**src/rtl/ect_pkg.sv**
```systemverilog
package ect_pkg;
  typedef enum logic [1:0] {
    POL_RISE  = 2'b00,
    POL_FALL  = 2'b01,
    POL_BOTH  = 2'b10,
    POL_BOTHX = 2'b11
  } pol_e;

  localparam logic [3:0] A_CTRL   = 4'd0;
  localparam logic [3:0] A_LDLO   = 4'd1;
  localparam logic [3:0] A_LDHI   = 4'd2;
  localparam logic [3:0] A_MTLO   = 4'd3;
  localparam logic [3:0] A_MTHI   = 4'd4;
  localparam logic [3:0] A_CNTLO  = 4'd5;
  localparam logic [3:0] A_CNTHI  = 4'd6;
  localparam logic [3:0] A_STAT   = 4'd7;
  localparam logic [3:0] A_EDGLO  = 4'd8;
  localparam logic [3:0] A_EDGHI  = 4'd9;
endpackage

```
**src/rtl/ect_sync.sv**
```systemverilog
module ect_sync #(
  parameter int STAGES = 2
) (
  input  logic clk,
  input  logic rst,
  input  logic d_i,
  output logic q_o
);
  logic [STAGES-1:0] chain_q;

  generate
    for (genvar g = 0; g < STAGES; g++) begin : g_stage
      if (g == 0) begin : g_first
        always_ff @(posedge clk) begin
          if (rst) chain_q[0] <= 1'b0;
          else     chain_q[0] <= d_i;
        end
      end else begin : g_rest
        always_ff @(posedge clk) begin
          if (rst) chain_q[g] <= 1'b0;
          else     chain_q[g] <= chain_q[g-1];
        end
      end
    end
  endgenerate

  assign q_o = chain_q[STAGES-1];
endmodule

```
**src/rtl/ect_qual.sv**
```systemverilog
module ect_qual
  import ect_pkg::*;
#(
  parameter int QUAL_CYC = 2
) (
  input  logic       clk,
  input  logic       rst,
  input  logic       s_i,
  input  logic [1:0] pol_i,
  output logic       evt_o
);
  localparam int QW = $clog2(QUAL_CYC + 1);

  logic          lvl_q;
  logic [QW-1:0] hold_q;
  logic          rise_q, fall_q;

  always_ff @(posedge clk) begin
    if (rst) begin
      lvl_q  <= 1'b0;
      hold_q <= '0;
      rise_q <= 1'b0;
      fall_q <= 1'b0;
    end else begin
      rise_q <= 1'b0;
      fall_q <= 1'b0;
      if (s_i != lvl_q) begin
        if (hold_q == QW'(QUAL_CYC - 1)) begin
          lvl_q  <= s_i;
          hold_q <= '0;
          rise_q <= s_i;
          fall_q <= ~s_i;
        end else begin
          hold_q <= hold_q + 1'b1;
        end
      end else begin
        hold_q <= '0;
      end
    end
  end

  always_comb begin
    case (pol_e'(pol_i))
      POL_RISE: evt_o = rise_q;
      POL_FALL: evt_o = fall_q;
      default:  evt_o = rise_q | fall_q;
    endcase
  end

  // a qualified edge is one direction only
  assert_one_dir_R2: assert property (@(posedge clk) disable iff (rst)
    $onehot0({rise_q, fall_q}));
  // the qualified level never moves without an accompanying edge pulse
  assert_no_glitch_R1: assert property (@(posedge clk) disable iff (rst)
    !(rise_q || fall_q) |-> $stable(lvl_q));
  // a rising pulse leaves the qualified level high
  assert_rise_level_R3: assert property (@(posedge clk) disable iff (rst)
    rise_q |-> lvl_q);
endmodule

```
**src/rtl/ect_counter.sv**
```systemverilog
module ect_counter #(
  parameter int CNT_W = 24
) (
  input  logic             clk,
  input  logic             rst,
  input  logic             arm_i,
  input  logic             stop_i,
  input  logic [CNT_W-1:0] load_i,
  input  logic [CNT_W-1:0] match_i,
  input  logic             evt_i,
  output logic [CNT_W-1:0] cnt_o,
  output logic [CNT_W-1:0] base_o,
  output logic             run_o,
  output logic             hit_o
);
  logic [CNT_W-1:0] cnt_q, base_q;
  logic             run_q, hit_q;
  logic [CNT_W-1:0] dec;

  assign dec = cnt_q - CNT_W'(1);

  always_ff @(posedge clk) begin
    if (rst) begin
      cnt_q  <= '0;
      base_q <= '0;
      run_q  <= 1'b0;
      hit_q  <= 1'b0;
    end else begin
      hit_q <= 1'b0;
      if (arm_i) begin
        cnt_q  <= load_i;
        base_q <= load_i;
        run_q  <= 1'b1;
      end else if (stop_i) begin
        run_q <= 1'b0;
      end else if (run_q && evt_i) begin
        cnt_q <= dec;
        if (dec == match_i) begin
          run_q <= 1'b0;
          hit_q <= 1'b1;
        end
      end
    end
  end

  assign cnt_o  = cnt_q;
  assign base_o = base_q;
  assign run_o  = run_q;
  assign hit_o  = hit_q;

  // an idle counter holds its value
  assert_hold_idle_R8: assert property (@(posedge clk) disable iff (rst)
    (!run_q && !arm_i) |=> $stable(cnt_q));
  // a running counter moves down by at most one per clock
  assert_step_one_R7: assert property (@(posedge clk) disable iff (rst)
    (run_q && !arm_i) |=> (cnt_q == $past(cnt_q) || cnt_q == $past(cnt_q) - CNT_W'(1)));
  // a match leaves the channel stopped
  assert_stop_on_hit_R8: assert property (@(posedge clk) disable iff (rst)
    hit_q |-> !run_q);
endmodule

```
**src/rtl/edge_count_timer.sv**
```systemverilog
module edge_count_timer
  import ect_pkg::*;
#(
  parameter int PRE_W       = 8,
  parameter int LOAD_W      = 16,
  parameter int QUAL_CYC    = 2,
  parameter int SYNC_STAGES = 2
) (
  input  logic        clk,
  input  logic        rst,
  input  logic        reg_we,
  input  logic [3:0]  reg_addr,
  input  logic [15:0] reg_wdata,
  output logic [15:0] reg_rdata,
  input  logic        cap_pin,
  output logic        irq_o
);
  localparam int CNT_W = PRE_W + LOAD_W;

  logic [1:0]        pol_q;
  logic              mask_q;
  logic [LOAD_W-1:0] ld_lo_q, mt_lo_q;
  logic [PRE_W-1:0]  ld_hi_q, mt_hi_q;
  logic              flag_q;

  logic              s_pin, evt;
  logic              arm, stop, run, hit;
  logic [CNT_W-1:0]  cnt, base, edges;

  assign arm  = reg_we && reg_addr == A_CTRL && reg_wdata[0];
  assign stop = reg_we && reg_addr == A_CTRL && !reg_wdata[0];

  ect_sync #(.STAGES(SYNC_STAGES)) u_sync (
    .clk(clk), .rst(rst), .d_i(cap_pin), .q_o(s_pin)
  );

  ect_qual #(.QUAL_CYC(QUAL_CYC)) u_qual (
    .clk(clk), .rst(rst), .s_i(s_pin), .pol_i(pol_q), .evt_o(evt)
  );

  ect_counter #(.CNT_W(CNT_W)) u_cnt (
    .clk(clk), .rst(rst), .arm_i(arm), .stop_i(stop),
    .load_i({ld_hi_q, ld_lo_q}), .match_i({mt_hi_q, mt_lo_q}),
    .evt_i(evt), .cnt_o(cnt), .base_o(base), .run_o(run), .hit_o(hit)
  );

  assign edges = base - cnt;

  always_ff @(posedge clk) begin
    if (rst) begin
      pol_q   <= 2'b00;
      mask_q  <= 1'b0;
      ld_lo_q <= '0;
      ld_hi_q <= '0;
      mt_lo_q <= '0;
      mt_hi_q <= '0;
    end else if (reg_we) begin
      case (reg_addr)
        A_CTRL: begin
          pol_q  <= reg_wdata[2:1];
          mask_q <= reg_wdata[3];
        end
        A_LDLO: ld_lo_q <= reg_wdata[LOAD_W-1:0];
        A_LDHI: ld_hi_q <= reg_wdata[PRE_W-1:0];
        A_MTLO: mt_lo_q <= reg_wdata[LOAD_W-1:0];
        A_MTHI: mt_hi_q <= reg_wdata[PRE_W-1:0];
        default: ;
      endcase
    end
  end

  always_ff @(posedge clk) begin
    if (rst) begin
      flag_q <= 1'b0;
      irq_o  <= 1'b0;
    end else begin
      if (hit)
        flag_q <= 1'b1;
      else if (reg_we && reg_addr == A_STAT && reg_wdata[0])
        flag_q <= 1'b0;
      irq_o <= flag_q & mask_q;
    end
  end

  always_ff @(posedge clk) begin
    if (rst) begin
      reg_rdata <= '0;
    end else begin
      case (reg_addr)
        A_CTRL:  reg_rdata <= 16'({mask_q, pol_q, run});
        A_LDLO:  reg_rdata <= 16'(ld_lo_q);
        A_LDHI:  reg_rdata <= 16'(ld_hi_q);
        A_MTLO:  reg_rdata <= 16'(mt_lo_q);
        A_MTHI:  reg_rdata <= 16'(mt_hi_q);
        A_CNTLO: reg_rdata <= 16'(cnt[LOAD_W-1:0]);
        A_CNTHI: reg_rdata <= 16'(cnt[CNT_W-1:LOAD_W]);
        A_STAT:  reg_rdata <= 16'(flag_q);
        A_EDGLO: reg_rdata <= 16'(edges[LOAD_W-1:0]);
        A_EDGHI: reg_rdata <= 16'(edges[CNT_W-1:LOAD_W]);
        default: reg_rdata <= '0;
      endcase
    end
  end

  // a one written to the status bit clears it when no match arrives
  assert_w1c_R9: assert property (@(posedge clk) disable iff (rst)
    (reg_we && reg_addr == A_STAT && reg_wdata[0] && !hit) |=> !flag_q);
  // a match always leaves the flag set
  assert_flag_set_R9: assert property (@(posedge clk) disable iff (rst)
    hit |=> flag_q);
  // the interrupt never rises with the mask clear
  assert_irq_mask_R10: assert property (@(posedge clk) disable iff (rst)
    $rose(irq_o) |-> $past(mask_q));
endmodule

```
**config.mk**
```make
export PLATFORM = sky130hd
export DESIGN_NAME = edge_count_timer
export DESIGN_NICKNAME = d
export VERILOG_FILES = /design/src/rtl/ect_pkg.sv /design/src/rtl/ect_sync.sv /design/src/rtl/ect_qual.sv /design/src/rtl/ect_counter.sv /design/src/rtl/edge_count_timer.sv
export SDC_FILE = /design/constraint.sdc
export NUM_CORES = 1
export LEC_CHECK = 0
export BUFFER_PORTS_ARGS = -buffer_cell sky130_fd_sc_hd__buf_2
export CORE_AREA = 3 3 139 141
export DETAILED_ROUTE_END_ITERATION = 10
export DIE_AREA = 0 0 142 144
export PLACE_DENSITY = 0.62
export SLEW_MARGIN = 20
export SYNTH_ARGS = -nofsm -noshare
export SYNTH_HDL_FRONTEND = slang
export SYNTH_SLANG_ARGS = --single-unit
```
**constraint.sdc**
```tcl
create_clock -name clk -period 8.5 [get_ports clk]
set_input_delay 0.85 -clock clk [delete_from_list [all_inputs] [get_ports clk]]
set_output_delay 0.85 -clock clk [all_outputs]
set_load 0.02 [all_outputs]
```
==> out/metrics.yaml <==
hold_path.class: "flip-flop to flip-flop"
yosysTopAreaCell: "dfxtp_1"
overflow: 0
drc: 0
ys_seq_area_share_pct: 34.7
cp-startpoint: "reg_addr[2]"
ys_ff_latch: 126
layoutNonFillerInstCount: 1203
grt_antenna_before_repair: 0
wl_per_cell_um: 19.0
dp_cells: 1171
slew_headroom_pct: 27.4
post-cts-setup-buffer-count: 0
yosysMostFrequentCell: "nand2_1"
pre_cts_ws_ns: 4.96
status: "completed"
timing.fmax_mhz: 307
viasPerCell: 5.82
syn_area_um2: 7280
grt_pass1_vias: 6303
hold_start: "u_qual.hold_q[0]$_SDFF_PP0_"
drive_above_1_share_pct: 10.9
clock_skew_ns: 0.00999
pin_count: 41
synth_edf_count: 0
grt_pass1_wl_um: 35800
clock-root-buffer: "clkbuf_16"
synth.area.top_cells: "dfxtp_1 35%, nand2_1 9.0%, a21oi_1 7.6%"
die_area_um2: 20400
rsz0062_at_grt: "no"
synth-main-ff-cell: "dfxtp_1"
row_count: 49
start_util_pct: 40.2
cts-buffers-inserted: 17
p_leak_nw: 3.15
drv_slew: 0
post-route-util_pct: 45.5
grt_max_degree: 104
place_congestion: 0.987
cp_data_required_time_ns: 8.84
fp.dieW_um: 142
path_max_fanout: 27
setup_viol_count_final: 0
grtUsageMet1_pct: 34.4
start_kind: "input port"
grtUsageTotal_pct: 22.6
numPortBuffers: 40
synth_top_area_share_pct: 34.7
cts_resized: 0
clkSinkCount: 126
wl_um: 22800
ant_nets: 0
syn_inst: 948
worst_pin_slew_ns: 1.09
cts_buffer_depth: 2
hold_viol: 0
syn_nets: 998
async_flop_share_pct: 0
cts_hold_buf: 0
coreArea_um2: 18100
fin_crit_sh_pct: 38.3
grtUsageMet2_pct: 32.0
power.total_mw: 1.42
syn_area_per_cell_um2: 7.68
synth_common_cells: "174 x nand2_1, 126 x dfxtp_1, 111 x a21oi_1"
dp_hpwl_um: 16700
die_y_um: 144
met3_usage_pct: 4.46
path_clk_slew_ns: 0.06
cap_violations: 0
finalSetupTns_ns: 0
path_class: "input port to flip-flop"
vias: 7003
busiest_layer: "met1"
diodes: 0
fin_crit_ns: 3.26
insertion_delay_ns: 0.43
timing.rr.start: "u_cnt.cnt_o[2]$_SDFFE_PP0P_"
drt_iter0_drc: 795
htreeDepth: 4
crit_path_end_kind: "flip-flop"
yosys_warnings: 0
worst-endpoint-arrival_ns: 3.60
nets: 1011
finalWorstSetupSlack_ns: 5.24
drtPass1Iterations: 7
synthDistinctLibCells: 72
irDropWorstVdd_mv: 0.137
cts_tree: "done"
area_growth_pct: 13.1
powerDensity_nw_per_um2: 173
==> through the flow <==
step | instance area [um^2] | hold slack [ns]
6_report | 8240 | 0.422
3_5_place_dp | 7610 | 0.415
3_3_place_gp | 7610 | 0.411
5_1_grt | 8240 | 0.453
4_1_cts | 8240 | 0.423
2_1_floorplan | 7280 | 0.397
==> registers in the layout (all words and copies together) (netlist names) <==
signal          flops
u_qual.rise_q       1
u_qual.lvl_q        1
u_cnt.run_o         1
ld_lo_q            16
u_qual.fall_q       1
mask_q              1
irq_o               1
u_qual.hold_q       2
u_cnt.cnt_o        24
mt_hi_q             8
pol_q               2
u_cnt.base_o       24
u_sync.chain_q      1
mt_lo_q            16
reg_rdata          16
u_sync.q_o          1
flag_q              1
u_cnt.hit_o         1
ld_hi_q             8
==> logic make-up after synthesis <==
| logic type | Yosys count | synth area share (%) |
|---|---|---|
| flip-flops | 126 | 34.7 |
| multiplexers | 26 | 3.85 |
| AND/OR/NAND/NOR | 371 | 24.0 |
| buffers and inverters | 92 | 4.97 |
| adder cells (fa/ha/maj) | 26 | 4.57 |
| XOR/XNOR | 55 | 6.72 |
| AO/OA/AOI/OAI | 252 | 21.2 |
==> layer usage <==
| metal | wire, um | part of all wire (%) |
|---|---|---|
| met1 | 10500 | 46 |
| met2 | 9580 | 42 |
| met3 | 2170 | 9.5 |
| met4 | 537 | 2.4 |
| met5 | 0 | 0 |
==> where the power goes <==
group	internal [mW]	switching [mW]	total, mW
Combinational	0.0168	0.0391	0.0559
Clock	0.487	0.281	0.768
Sequential	0.595	0.00501	0.600
Total	1.10	0.325	1.42
==> worst paths after layout <==
| check | slack [ns] | cells past startpoint | endpoint |
|---|---|---|---|
| setup reg to reg | 5.30 | 10 | reg_rdata[5]$_SDFF_PP0_ |
| hold reg to reg | 0.42 | 1 | u_qual.hold_q[0]$_SDFF_PP0_ |
| hold / removal | 0.42 | 1 | u_qual.hold_q[0]$_SDFF_PP0_ |
| setup / recovery | 5.24 | 9 | u_cnt.cnt_o[13]$_SDFFE_PP0P_ |
==> area by class of cell <==
cell class,instances,area [um^2]
clock buffer,20,467
timing repair buffer,48,263
tap,229,287
sequential,126,2520
inverter,38,143
multi-input combinational,730,4400
fill,1860,9850
clock inverter,12,158
==> critical path, cell delays in order <==
cell and delay [ns]:
buf_2 0.20, nor2_1 0.48, nand3_1 0.40, nand2_1 0.19
or2_2 0.50, nand2_1 0.51, nand3_1 0.21, o21ai_0 0.10
a21oi_1 0.15
==> cell usage in the layout, fill, tap and decap left out, drive strengths merged, types with 17 or more instances in the layout <==
cell type and instances:
nand2 174, dfxtp 126, a21oi 111, nor2 74, buf 48, o21ai 40, inv 40, xnor2 35
nand3 31, ha 25, xor2 20, clkbuf 20, mux2i 19, nor3 17
No activity file was read; power rests on OpenSTA's default activity.
